File: src/rtl/nicreg_pkg.sv
package nicreg_pkg;

    // Default geometry of the register port and DMA window
    localparam int unsigned DEF_REG_W     = 16;
    localparam int unsigned DEF_NUM_REGS  = 4;
    localparam int unsigned DEF_DMA_W     = 32;
    localparam int unsigned DEF_DMA_NUM   = 4;
    localparam int unsigned DEF_RADDR_W   = 3;
    localparam int unsigned DEF_DADDR_W   = 4;

    // Status word bit positions (software-visible encoding)
    localparam int unsigned ST_STOP = 2;
    localparam int unsigned ST_TDMD = 3;
    localparam int unsigned ST_INEA = 6;
    localparam int unsigned ST_INTR = 7;
    localparam int unsigned ST_TINT = 9;
    localparam int unsigned ST_RINT = 10;

    // Register-port offsets, taken from byte-address bits [2:1]
    typedef enum logic [1:0] {
        PORT_DATA = 2'd0,
        PORT_PTR  = 2'd1,
        PORT_RSV2 = 2'd2,
        PORT_RSV3 = 2'd3
    } port_e;

    // Stored state of the status word
    typedef struct packed {
        logic stop;
        logic inea;
        logic tint;
        logic rint;
    } status_t;

endpackage

File: src/rtl/nic_port_decode.sv
module nic_port_decode
    import nicreg_pkg::*;
#(
    parameter int unsigned ADDR_W = DEF_RADDR_W
) (
    input  logic              sel,
    input  logic              wr,
    input  logic [ADDR_W-1:0] addr,
    output port_e             port,
    output logic              data_wr,
    output logic              ptr_wr,
    output logic              port_wr
);

    logic unused_addr_lsb;

    always_comb begin
        port    = port_e'(addr[2:1]);
        data_wr = sel && wr && (port == PORT_DATA);
        ptr_wr  = sel && wr && (port == PORT_PTR);
        port_wr = data_wr || ptr_wr;
    end

    assign unused_addr_lsb = addr[0];

endmodule

File: src/rtl/nic_status_csr.sv
module nic_status_csr
    import nicreg_pkg::*;
#(
    parameter int unsigned REG_W = DEF_REG_W
) (
    input  logic             clk,
    input  logic             rst_n,
    input  logic             wr_en,
    input  logic [REG_W-1:0] wdata,
    input  logic             rx_evt,
    input  logic             tx_evt,
    output logic [REG_W-1:0] status,
    output logic             irq
);

    status_t st_d, st_q;
    logic    summary;
    logic    stop_wr;
    logic    unused_wbits;

    always_comb begin
        st_d    = st_q;
        stop_wr = wr_en && wdata[ST_STOP];
        if (wr_en) begin
            if (wdata[ST_STOP]) begin
                st_d.stop = 1'b1;
                st_d.inea = 1'b0;
                st_d.tint = 1'b0;
                st_d.rint = 1'b0;
            end else begin
                st_d.stop = 1'b0;
                st_d.inea = wdata[ST_INEA];
                if (wdata[ST_TINT]) st_d.tint = 1'b0;
                if (wdata[ST_RINT]) st_d.rint = 1'b0;
            end
        end
        // Events land after the clear so a simultaneous event survives
        if (!st_q.stop && !stop_wr) begin
            if (rx_evt) st_d.rint = 1'b1;
            if (tx_evt) st_d.tint = 1'b1;
        end
    end

    always_ff @(posedge clk) begin
        if (!rst_n) begin
            st_q <= '{stop: 1'b1, inea: 1'b0, tint: 1'b0, rint: 1'b0};
        end else begin
            st_q <= st_d;
        end
    end

    always_comb begin
        summary          = st_q.tint || st_q.rint;
        status           = '0;
        status[ST_STOP]  = st_q.stop;
        status[ST_INEA]  = st_q.inea;
        status[ST_INTR]  = summary;
        status[ST_TINT]  = st_q.tint;
        status[ST_RINT]  = st_q.rint;
        irq              = summary && st_q.inea;
    end

    assign unused_wbits = ^wdata;

    // a receive event while running is visible next cycle
    p_rx_sets_r8: assert property (@(posedge clk) disable iff (!rst_n)
        (rx_evt && !status[ST_STOP] && !stop_wr) |=> status[ST_RINT]);

    // events are ignored while stopped and not restarted
    p_stop_ignores_r8: assert property (@(posedge clk) disable iff (!rst_n)
        (status[ST_STOP] && !wr_en) |=> $stable(status));

    // the interrupt can only rise after an event or a write
    p_irq_cause_r7: assert property (@(posedge clk) disable iff (!rst_n)
        $rose(irq) |-> $past(rx_evt || tx_evt || wr_en));

    // a stopped controller never requests an interrupt
    p_stop_quiet_r9: assert property (@(posedge clk) disable iff (!rst_n)
        status[ST_STOP] |-> !irq);

endmodule

File: src/rtl/nic_dma_window.sv
module nic_dma_window
    import nicreg_pkg::*;
#(
    parameter int unsigned DATA_W = DEF_DMA_W,
    parameter int unsigned NUM    = DEF_DMA_NUM,
    parameter int unsigned ADDR_W = DEF_DADDR_W
) (
    input  logic              clk,
    input  logic              rst_n,
    input  logic              sel,
    input  logic              wr,
    input  logic [ADDR_W-1:0] addr,
    input  logic [DATA_W-1:0] wdata,
    output logic [DATA_W-1:0] rdata,
    output logic [DATA_W-1:0] base_off
);

    localparam int unsigned IDX_W = $clog2(NUM);

    logic [NUM-1:0][DATA_W-1:0] regs_d, regs_q;
    logic [NUM-1:0]             wen;
    logic [IDX_W-1:0]           idx;
    logic                       unused_byte_bits;

    assign idx              = addr[IDX_W+1:2];
    assign unused_byte_bits = ^addr[1:0];

    for (genvar g = 0; g < NUM; g++) begin : g_wen
        assign wen[g] = sel && wr && (idx == IDX_W'(g));
    end

    always_comb begin
        regs_d = regs_q;
        for (int i = 0; i < NUM; i++) begin
            if (wen[i]) regs_d[i] = wdata;
        end
    end

    always_ff @(posedge clk) begin
        if (!rst_n) begin
            regs_q <= '0;
        end else begin
            regs_q <= regs_d;
        end
    end

    assign rdata    = regs_q[idx];
    assign base_off = regs_q[NUM-1];

    // a written word is read back from the same index
    p_dma_write_r6: assert property (@(posedge clk) disable iff (!rst_n)
        (sel && wr) |=> (regs_q[$past(idx)] == $past(wdata)));

    // at most one register is written per cycle
    p_dma_onehot_r6: assert property (@(posedge clk) disable iff (!rst_n)
        $onehot0(wen));

endmodule

File: src/rtl/nic_ctrl_regs.sv
module nic_ctrl_regs
    import nicreg_pkg::*;
#(
    parameter int unsigned REG_W    = DEF_REG_W,
    parameter int unsigned NUM_REGS = DEF_NUM_REGS,
    parameter int unsigned DMA_W    = DEF_DMA_W,
    parameter int unsigned DMA_NUM  = DEF_DMA_NUM,
    parameter int unsigned RADDR_W  = DEF_RADDR_W,
    parameter int unsigned DADDR_W  = DEF_DADDR_W
) (
    input  logic               clk,
    input  logic               rst_n,
    input  logic               reg_sel,
    input  logic               reg_wr,
    input  logic [RADDR_W-1:0] reg_addr,
    input  logic [REG_W-1:0]   reg_wdata,
    output logic [REG_W-1:0]   reg_rdata,
    input  logic               dma_sel,
    input  logic               dma_wr,
    input  logic [DADDR_W-1:0] dma_addr,
    input  logic [DMA_W-1:0]   dma_wdata,
    output logic [DMA_W-1:0]   dma_rdata,
    input  logic               rx_done,
    input  logic               tx_done,
    output logic               irq,
    output logic               tx_poll,
    output logic [DMA_W-1:0]   desc_base
);

    localparam int unsigned PTR_W   = $clog2(NUM_REGS);
    localparam int unsigned IDX_LO  = 1;
    localparam int unsigned IDX_HI  = 2;

    typedef struct packed {
        logic [PTR_W-1:0]                 ptr;
        logic [NUM_REGS-1:1][REG_W-1:0]   aux;
        logic                             poll;
    } top_state_t;

    top_state_t        s_d, s_q;
    port_e             port;
    logic              data_wr, ptr_wr, port_wr;
    logic              status_wr;
    logic [REG_W-1:0]  status_word;
    logic [DMA_W-1:0]  base_off;
    logic [DMA_W-1:0]  desc_ptr;

    nic_port_decode #(.ADDR_W(RADDR_W)) u_decode (
        .sel     (reg_sel),
        .wr      (reg_wr),
        .addr    (reg_addr),
        .port    (port),
        .data_wr (data_wr),
        .ptr_wr  (ptr_wr),
        .port_wr (port_wr)
    );

    assign status_wr = data_wr && (s_q.ptr == '0);

    nic_status_csr #(.REG_W(REG_W)) u_status (
        .clk    (clk),
        .rst_n  (rst_n),
        .wr_en  (status_wr),
        .wdata  (reg_wdata),
        .rx_evt (rx_done),
        .tx_evt (tx_done),
        .status (status_word),
        .irq    (irq)
    );

    nic_dma_window #(
        .DATA_W (DMA_W),
        .NUM    (DMA_NUM),
        .ADDR_W (DADDR_W)
    ) u_dma (
        .clk      (clk),
        .rst_n    (rst_n),
        .sel      (dma_sel),
        .wr       (dma_wr),
        .addr     (dma_addr),
        .wdata    (dma_wdata),
        .rdata    (dma_rdata),
        .base_off (base_off)
    );

    always_comb begin
        s_d      = s_q;
        s_d.poll = port_wr;
        if (ptr_wr && (reg_wdata < REG_W'(NUM_REGS))) begin
            s_d.ptr = reg_wdata[PTR_W-1:0];
        end
        if (data_wr && (s_q.ptr != '0)) begin
            s_d.aux[s_q.ptr] = reg_wdata;
        end
    end

    always_ff @(posedge clk) begin
        if (!rst_n) begin
            s_q <= '0;
        end else begin
            s_q <= s_d;
        end
    end

    always_comb begin
        reg_rdata = '0;
        case (port)
            PORT_DATA: reg_rdata = (s_q.ptr == '0) ? status_word : s_q.aux[s_q.ptr];
            PORT_PTR:  reg_rdata = REG_W'(s_q.ptr);
            default:   reg_rdata = '0;
        endcase
    end

    assign desc_ptr  = DMA_W'({s_q.aux[IDX_HI], s_q.aux[IDX_LO]});
    assign desc_base = desc_ptr + base_off;
    assign tx_poll   = s_q.poll;

    // an out-of-range pointer write leaves the pointer unchanged
    p_ptr_drop_r3: assert property (@(posedge clk) disable iff (!rst_n)
        (ptr_wr && (reg_wdata >= REG_W'(NUM_REGS))) |=> $stable(s_q.ptr));

    // every accepted port write produces a poll next cycle
    p_poll_after_write_r10: assert property (@(posedge clk) disable iff (!rst_n)
        port_wr |=> tx_poll);

    // no poll without a preceding port write
    p_poll_cause_r10: assert property (@(posedge clk) disable iff (!rst_n)
        tx_poll |-> $past(port_wr));

    // writing the low half keeps the high half
    p_desc_low_r5: assert property (@(posedge clk) disable iff (!rst_n)
        (data_wr && (s_q.ptr == PTR_W'(IDX_LO))) |=>
            (s_q.aux[IDX_LO] == $past(reg_wdata)) && $stable(s_q.aux[IDX_HI]));

    // reserved offsets never change stored state
    p_rsv_quiet_r1: assert property (@(posedge clk) disable iff (!rst_n)
        (reg_sel && reg_wr && reg_addr[2] && !rx_done && !tx_done) |=>
            $stable(s_q.ptr) && $stable(s_q.aux) && $stable(status_word));

endmodule

File: config.mk
export PLATFORM = sky130hd
export DESIGN_NAME = nic_ctrl_regs
export DESIGN_NICKNAME = d
export VERILOG_FILES = /design/src/rtl/nicreg_pkg.sv /design/src/rtl/nic_port_decode.sv /design/src/rtl/nic_status_csr.sv /design/src/rtl/nic_dma_window.sv /design/src/rtl/nic_ctrl_regs.sv
export SDC_FILE = /design/constraint.sdc
export NUM_CORES = 1
export LEC_CHECK = 0
export ABC_AREA = 0
export BUFFER_PORTS_ARGS = -buffer_cell sky130_fd_sc_hd__buf_2
export CAP_MARGIN = 20
export CORE_MARGIN = 4
export CORE_UTILIZATION = 35
export DETAILED_ROUTE_END_ITERATION = 10
export HOLD_SLACK_MARGIN = 0.05
export RECOVER_POWER = 50
export SLEW_MARGIN = 20
export SYNTH_ARGS = -nofsm -noshare
export SYNTH_HDL_FRONTEND = slang
export SYNTH_HIERARCHICAL = 1
export SYNTH_SLANG_ARGS = --single-unit
File: constraint.sdc
create_clock -name clk -period 5.61 [get_ports clk]
set_input_delay 0.8415 -clock clk [delete_from_list [all_inputs] [get_ports clk]]
set_output_delay 0.8415 -clock clk [all_outputs]
set_load 0.05 [all_outputs]
==> flow_summary.ini, run 1 <==
[run_status]
status = complete, but fails checks
violations = capacitance limit, slew limit

[place]
dp_cells = 1482
hpwl_um = 19400
place_area_mm2 = 0.0107
place_ws_ns = 1.89
port_buffers = 141
place_congestion = 0.845

[clocking]
cts.reportedPaths.clkPinSlew_ns = 0.07
cts_setup_buffers = 0
cts_resized = 0
htree_levels = 4
cts_root_buffer = clkbuf_16
cts_buffers = 17
cts_hold_buf = 0
cts_sinks = 183
cts_buffer_depth = 2
cts_tree = yes
clk_latency_ns = 0.43

[routing]
drtIter0Drc = 578
wl_per_cell_um = 18.0
wirelength_um = 27300
drc = 0
drt_pass1_iterations = 5
via_per_inst = 5.10
route.vias.total = 7715
antenna_left = 0

[critical_path]
crit_type = input pin to primary output
critical_path_peak_fanout = 36
path_buf_inv = 3
crit_family = buffers and inverters
worst_path_max_delay_cell = clkbuf_1
cp_slowest_stage_delay_ns = 1.89
cp-end-kind = primary output
required_ns = 4.77
crit_top_cell = buf_2
start_kind = input pin
crit_arrival_ns = 3.80
cp_cell_sequence = buf_2 > clkbuf_1 > mux4_2 > buf_2

[sta]
timing_max_transition_violations_final = 103
fin_crit_sh_pct = 82.7
worst_pin_slew_ns = 2.70
final.setup.tns_ns = 0
hold_violations = 0
fmax_mhz = 216
setup_viol = 0
holdWs_ns = 0.457
fin_worst_skew_ns = 0.00755
postLayoutSetupSlackWorst_ns = 0.971
max_slew_margin_pct = -80.1
rsz0062_at_grt = false
period_minus_slack_ns = 4.64

[synth]
yosysTopAreaCell = dfxtp_1
async_reset_ff_share_pct = 0
yosysMostFrequentCell = nand2_1
ys_seq_elements = 183
synth.area.top_cells = dfxtp_1 (36%), mux2i_1 (13%), nand2_1 (10%), mux4_2 (10%), buf_4 (4.4%)
synth_mux_area_share_pct = 23.7
synth_xor_area_share_pct = 2.34
ys_warn_count = 6
synth-simple-area-share_pct = 16.8
synth_fa_ha_area_share_pct = 4.03
synth-edff-count = 0
syn-mean-instance-area_um2 = 9.58
yosysUniqueCellTypes = 74
ys_seq_area_share_pct = 36.2
synth_top_family_by_area = multiplexers
ys_top_cells_by_count = nand2_1 (277), dfxtp_1 (183), mux2i_1 (135), buf_4 (60), a21boi_0 (47)
netlist_area_mm2 = 0.0101
syn_inst = 1057
netlist.area_leader.share_pct = 36.2
synth_flop_cell = dfxtp_1
synth_compound_area_share_pct = 9.84

[floorplanning]
die-area_mm2 = 0.0317
rows = 61
die_width_um = 178
io_pins = 145
initial_utilization_pct = 35.9
die_y_um = 178
core_area_mm2 = 0.0282

[layout]
multi_input_area_mm2 = 0.00577
layout.nets = 1218
regArea_mm2 = 0.00366
instances_no_fill = 1514
drive_above_1_share_pct = 21.0
final_cell_area_mm2 = 0.0113
antennaDiodeCount = 0
areaGrowthSynthToFinish_pct = 11.3
n_fill_cell = 2778

[power]
ir_drop_mv = 0.188
leakagePower_nw = 5.07
p_per_area_mw_per_mm2 = 248

[grt]
antenna_found_initial = 0
grt_use_total_pct = 17.2
grt-ovfl-total = 0
grt_pass1_wl_um = 42500
grt_pass1_vias = 7531
grt_max_degree = 120

[hold_path]
hold_class = flop to flop

[run]
maxCapViolations = 3
## state kept, by name, summed over array words and instances (netlist names)
name and cells:
u_dma/base_off 32, s_q 18, u_dma/regs_q 96, desc_ptr 32
u_status/status 4, tx_poll 1
## cell type report
class                   count  share of cell area (%)
clock buffers              20                    3.96
clock inverters            12                    1.19
inverters                   5                   0.167
multi-input cells         768                    51.2
flip-flops and latches    183                    32.5
well taps                 378                    4.20
repair buffers            148                    6.76
## cell usage in the layout, fill, tap and decap left out, types with 3 or more instances in the layout
cell       instances
nand2_1          277
dfxtp_1          183
buf_2            136
mux2i_1          135
a21boi_0          52
mux4_2            46
ha_1              31
a21oi_1           28
nor2b_1           25
nor2_1            17
clkbuf_16         17
xor2_1            15
o21ai_0           14
xnor2_1           12
conb_1            11
nand3_1            9
clkbuf_1           8
o21ai_1            7
o21a_1             6
or3_1              5
nand4_1            4
nor3_1             4
a21o_1             4
inv_1              4
and3_1             4
inv_6              4
or2_2              3
a211oi_1           3
buf_4              3
## metrics by stage
step,power [mW],util (%)
after floorplan,1.56,-
final,2.80,40.0
after global routing,2.90,40.0
after CTS,2.83,40.1
after global placement,1.62,38.0
after detailed placement,1.62,38.0
## path summary, 6_finish.rpt
path / startpoint / end / slack, ns / depth (start not counted)
hold / removal: u_dma/regs_q[23]$_SDFFE_PN0P_ / u_dma/regs_q[23]$_SDFFE_PN0P_ / 0.46 / 2
hold reg to reg: u_dma/regs_q[23]$_SDFFE_PN0P_ / u_dma/regs_q[23]$_SDFFE_PN0P_ / 0.46 / 2
setup / recovery: dma_addr[3] / dma_rdata[22] / 0.97 / 4
setup reg to reg: s_q[50]$_SDFFE_PN0P_ / s_q[45]$_SDFFE_PN0P_ / 3.24 / 3
## tightest hold or removal path: stages (launching register included)
cell and delay, ns:
dfxtp_1 0.31, nand2_1 0.05, mux2i_1 0.05
## cell families after synthesis
kind of cell,count (synthesis)
xor+xnor,27
mux,182
compound gates,140
other cells,1
fa+ha+maj,32
buf+inv,116
simple gates,376
flops,183
## per-layer routing
| metal | up-vias | part of all wire, % | track usage, % |
|---|---|---|---|
| met5 | - | 0 | 0 |
| met4 | 0 | 2.7 | 6.12 |
| met3 | 30 | 4.6 | 3.12 |
| met2 | 170 | 48 | 28.2 |
| met1 | 3724 | 45 | 22.9 |
| li1 | 3791 | - | - |
## power breakdown
group | switching (mW) | internal (mW)
combinational | 0.169 | 0.0903
clock | 0.565 | 0.641
sequential | 0.0136 | 1.32
total | 0.748 | 2.05
No activity file was read; power rests on OpenSTA's default activity.
==> inputs of run 2 (changes only) <==
==> constraint.sdc (replaced) <==
create_clock -name clk -period 4.2 [get_ports clk]
set_input_delay 0.63 -clock clk [delete_from_list [all_inputs] [get_ports clk]]
set_output_delay 0.63 -clock clk [all_outputs]
set_load 0.05 [all_outputs]
==> flow_summary.ini, run 2 (synthesis gave the netlist of run 1 again) <==
[run_status]
violations = capacitance limit, slew limit
status = complete, but fails checks

[layout]
layout.nets = 1223
areaGrowthSynthToFinish_pct = 12.4
antennaDiodeCount = 0
n_fill_cell = 2816
largest_reg_flops = 96
top_register = u_dma/regs_q
instances_no_fill = 1519
drive_above_1_share_pct = 21.7
layout_commonest_cell = nand2_1
final_cell_mix = nand2_1 (277), dfxtp_1 (183), buf_2 (137), mux2i_1 (135), a21boi_0 (48)

[sta]
hold_violations = 0
worst_pin_slew_ns = 3.22
max_slew_margin_pct = -115
timing_max_transition_violations_final = 84
fin_crit_sh_pct = 94.4
period_minus_slack_ns = 3.96
fin_worst_skew_ns = 0.00510
rsz0062_at_grt = false
setup_viol = 0
final.setup.tns_ns = 0
holdWs_ns = 0.457
fmax_mhz = 252

[clocking]
cts.reportedPaths.clkPinSlew_ns = 0.07
cts_resized = 0
clk_latency_ns = 0.44
cts_tree = yes
cts_hold_buf = 0
cts_sinks = 183
cts_setup_buffers = 0
cts_root_buffer = clkbuf_16
htree_levels = 4
cts_buffers = 17
cts_buffer_depth = 2

[floorplanning]
initial_utilization_pct = 35.9
core_area_mm2 = 0.0282
io_pins = 145
die_width_um = 178
rows = 61
die_y_um = 178
die-area_mm2 = 0.0317

[power]
leakagePower_nw = 5.13
ir_drop_mv = 0.242
p_per_area_mw_per_mm2 = 336

[critical_path]
worst_path_max_delay_cell = fa_1
crit_arrival_ns = 3.33
cp_slowest_stage_delay_ns = 0.40
worstRegToRegCells = 3
start_kind = flop
crit_family = compound AO/OA/AOI/OAI gates
crit_type = flop to primary output
required_ns = 3.57
cp_cell_sequence = ha_1 > fa_1 > a21oi_1 > o21ai_0 > o21a_1 > a21oi_2 > a221oi_2 > mux2i_1 > a2111oi_2 > buf_2
critical_path_peak_fanout = 4
path_buf_inv = 1
cp-end-kind = primary output
path_depth = 10

[routing]
antenna_left = 0
wl_met1_um = 12400
drtIter0Drc = 477
drt_pass1_iterations = 5
routed.top_layer = met4
drc = 0
wl_per_cell_um = 17.9
wl_met2_um = 13200
routed-wl-met3_um = 1280
via_per_inst = 5.03
wirelength_um = 27200
route.vias.total = 7647

[place]
dp_cells = 1487
port_buffers = 141
place_congestion = 0.826
hpwl_um = 19700

[grt]
grt_use_total_pct = 17.3
grt-ovfl-total = 0
antenna_found_initial = 0
grt_pass1_vias = 7329
grt_max_degree = 85
grt_pass1_wl_um = 42300

[hold_path]
whs_path_depth = 2
hold_class = flop to flop

[run]
maxCapViolations = 1
-- run 2: changes by cell type in the layout (fill, tap and decap cells not counted), sizes merged --
cell,change
bufinv,+1
clkinvlp,+1
clkdlybuf4s25,+1
buf,+6
clkbuf,-4
-- run 2: tightest hold or removal path, cell delays in order, from the launching register on --
cell     delay, ns
dfxtp_1       0.31
nand2_1       0.05
mux2i_1       0.05
-- run 2: stage by stage --
step,power (mW),utilization [%],area (um2),worst slack [ns]
finish,3.82,40.4,11400,0.236
global route,3.97,40.4,11400,0.0401
CTS,3.87,40.5,11400,0.229
detailed placement,2.17,38.3,10800,0.706
global placement,2.17,38.3,10800,0.689
floorplan,2.08,-,10200,0.384
-- run 2: routing by layer --
| metal | vias up | GRT usage, % |
|---|---|---|
| li1 | 3792 | - |
| met1 | 3672 | 23.3 |
| met2 | 163 | 28.7 |
| met3 | 20 | 3.33 |
| met4 | 0 | 4.03 |
| met5 | - | 0 |
-- run 2: power breakdown --
group / internal [mW] / switching (mW) / leakage [nW]
combinational: 0.123 / 0.227 / 3.36
clock: 0.910 / 0.780 / 0.295
sequential: 1.76 / 0.0185 / 1.48
-- run 2: final timing paths --
path                             startpoint                            end  slack [ns]
max          u_dma/base_off[0]$_SDFFE_PN0P_                  desc_base[30]        0.24
min reg2reg   u_dma/regs_q[82]$_SDFFE_PN0P_  u_dma/regs_q[82]$_SDFFE_PN0P_        0.46
max reg2reg            s_q[50]$_SDFFE_PN0P_           s_q[36]$_SDFFE_PN0P_        1.86
min           u_dma/regs_q[82]$_SDFFE_PN0P_  u_dma/regs_q[82]$_SDFFE_PN0P_        0.46
-- run 2: cell type report --
class / count / area (um2) / area share [%]
multi-input cells: 768 / 5780 / 50.8
clock inverters: 14 / 188 / 1.65
clock buffers: 18 / 429 / 3.77
repair buffers: 153 / 830 / 7.29
inverters: 5 / 18.8 / 0.165
well taps: 378 / 473 / 4.16
flip-flops and latches: 183 / 3660 / 32.2
==> inputs of run 3 (changes only) <==
--- a/config.mk
+++ b/config.mk
@@ -8,6 +8,7 @@
 export ABC_AREA = 0
 export BUFFER_PORTS_ARGS = -buffer_cell sky130_fd_sc_hd__buf_2
 export CAP_MARGIN = 20
+export CORE_ASPECT_RATIO = 0.75
 export CORE_MARGIN = 4
 export CORE_UTILIZATION = 35
 export DETAILED_ROUTE_END_ITERATION = 10
@@ -18,3 +19,4 @@
 export SYNTH_HDL_FRONTEND = slang
 export SYNTH_HIERARCHICAL = 1
 export SYNTH_SLANG_ARGS = --single-unit
+export TNS_END_PERCENT = 30
==> flow_summary.ini, run 3 (synthesis gave the netlist of run 1 again) <==
[run_status]
status = complete, but fails checks
violations = capacitance limit, slew limit

[critical_path]
crit_type = flop to primary output
critical_path_peak_fanout = 4
worstRegToRegCells = 3
reg2reg_setup_slack_ns = 1.84
crit_arrival_ns = 3.37
reg2reg_to = s_q[41]$_SDFFE_PN0P_
cp-end-kind = primary output
rr_startpoint = s_q[50]$_SDFFE_PN0P_
start_kind = flop
required_ns = 3.57

[routing]
route.vias.total = 7761
wirelength_um = 28400
antenna_left = 0
drtIter0Drc = 539
drc = 0
wl_per_cell_um = 18.6
via_per_inst = 5.09
drt_pass1_iterations = 5

[power]
leakagePower_nw = 5.12
ir_drop_mv = 0.281
total_power_mw = 3.78
p_per_area_mw_per_mm2 = 332

[floorplanning]
die-area_mm2 = 0.0317
io_pins = 145
core_area_mm2 = 0.0282
initial_utilization_pct = 35.8
die_y_um = 155
rows = 53
die_width_um = 204

[place]
port_buffers = 141
place_congestion = 0.882
place_area_mm2 = 0.0108
hpwl_um = 20700

[clocking]
cts_root_buffer = clkbuf_16
cts_sinks = 183
cts_buffers = 17
cts.reportedPaths.clkPinSlew_ns = 0.07
cts_tree = yes
clk_latency_ns = 0.45
cts_buffer_depth = 2
cts_hold_buf = 0
htree_levels = 4

[grt]
grt_use_total_pct = 17.7
grt-ovfl-total = 0
grt_pass1_vias = 7563
grt_pass1_wl_um = 43600
antenna_found_initial = 1
grt_max_degree = 84

[sta]
fin_worst_skew_ns = 0.0160
fmax_mhz = 250
final.setup.tns_ns = 0
period_minus_slack_ns = 4.00
rsz0062_at_grt = false
hold_violations = 0
fin_crit_sh_pct = 95.2
timing_max_transition_violations_final = 82
max_slew_margin_pct = -142
setup_viol = 0
worst_pin_slew_ns = 3.62

[layout]
layout.nets = 1223
largest_reg_flops = 96
layout_commonest_cell = nand2_1
post-route-util_pct = 40.2
final_cell_area_mm2 = 0.0114
top_register = u_dma/regs_q
antennaDiodeCount = 0
final_cell_mix = nand2_1 (277), dfxtp_1 (183), buf_2 (136), mux2i_1 (135), a21boi_0 (53)
drive_above_1_share_pct = 21.6
areaGrowthSynthToFinish_pct = 12.3

[hold_path]
whs_path_depth = 2
hold_class = flop to flop
min_delay_worst_endpoint = u_dma/regs_q[72]$_SDFFE_PN0P_
hold_path.startpoint = u_dma/regs_q[72]$_SDFFE_PN0P_

[run]
maxCapViolations = 1
==> run 3: changes by cell type in the layout (fill, tap and decap cells not counted), moves of 2 or more <==
cell / before / now
a21boi_0: 48 / 53
a21boi_1: 6 / 1
inv_6: 2 / 5
clkbuf_1: 4 / 6
clkinvlp_4: 2 / 0
==> run 3: worst max path at each step <==
| stage | startpoint | end | slack [ns] | depth (start not counted) |
|---|---|---|---|---|
| after floorplan | u_dma/base_off[0]$_SDFFE_PN0P_ | desc_base[28] | 0.38 | 10 |
| after global placement | u_dma/base_off[0]$_SDFFE_PN0P_ | desc_base[30] | 0.58 | 10 |
| after detailed placement | u_dma/base_off[0]$_SDFFE_PN0P_ | desc_base[30] | 0.52 | 10 |
| after CTS | u_dma/base_off[0]$_SDFFE_PN0P_ | desc_base[30] | 0.03 | 10 |
| after global routing | u_dma/base_off[0]$_SDFFE_PN0P_ | desc_base[30] | 0.01 | 10 |
| final | u_dma/base_off[0]$_SDFFE_PN0P_ | desc_base[30] | 0.20 | 10 |
==> run 3: timing repair <==
item,CTS,global route
buffers inserted,0,0
resized for setup,0,3
endpoints found under the setup margin,0,1
==> run 3: power by group <==
part / switching [mW] / total [mW] / internal, mW / leakage [nW]
clock network: 0.778 / 1.64 / 0.867 / 0.294
logic: 0.230 / 0.354 / 0.124 / 3.35
registers: 0.0187 / 1.78 / 1.76 / 1.48
==> run 3: per-layer routing <==
metal  share of wire (%)  global-route usage, %  routed length (um)  up-vias
met5               0.046                      0                  13        -
met3                 5.9                   4.04                1690       21
met2                  44                   26.9               12600      202
met1                  48                   25.7               13800     3745
li1                    -                      -                   -     3791
met4                 1.2                   3.86                 337        2
==> run 3: layout make-up <==
type	count	area, um2
Clock buffer	19	443
Clock inverter	13	153
Fill cell	2840	16900
Inverter	5	18.8
Multi-Input combinational cell	768	5790
Sequential cell	183	3660
Tap cell	385	482
Timing Repair Buffer	153	825
==> run 3: critical path: stages, from the launching register on <==
cell and delay (ns):
dfxtp_1 0.37, ha_1 0.25, fa_1 0.41, a21oi_1 0.22, o21ai_0 0.14, o21a_1 0.27, a21oi_4 0.27, a221oi_2 0.10
mux2i_1 0.15, a2111oi_2 0.47, buf_4 0.28
==> run 3: per-stage QoR <==
stage / hold WS (ns) / worst slack [ns] / cells
after detailed placement: 0.447 / 0.520 / 1494
after global routing: 0.464 / 0.0104 / 1526
after floorplan: 0.432 / 0.384 / 1067
after global placement: 0.440 / 0.582 / 1494
after CTS: 0.449 / 0.0326 / 1526
final: 0.457 / 0.202 / 1526
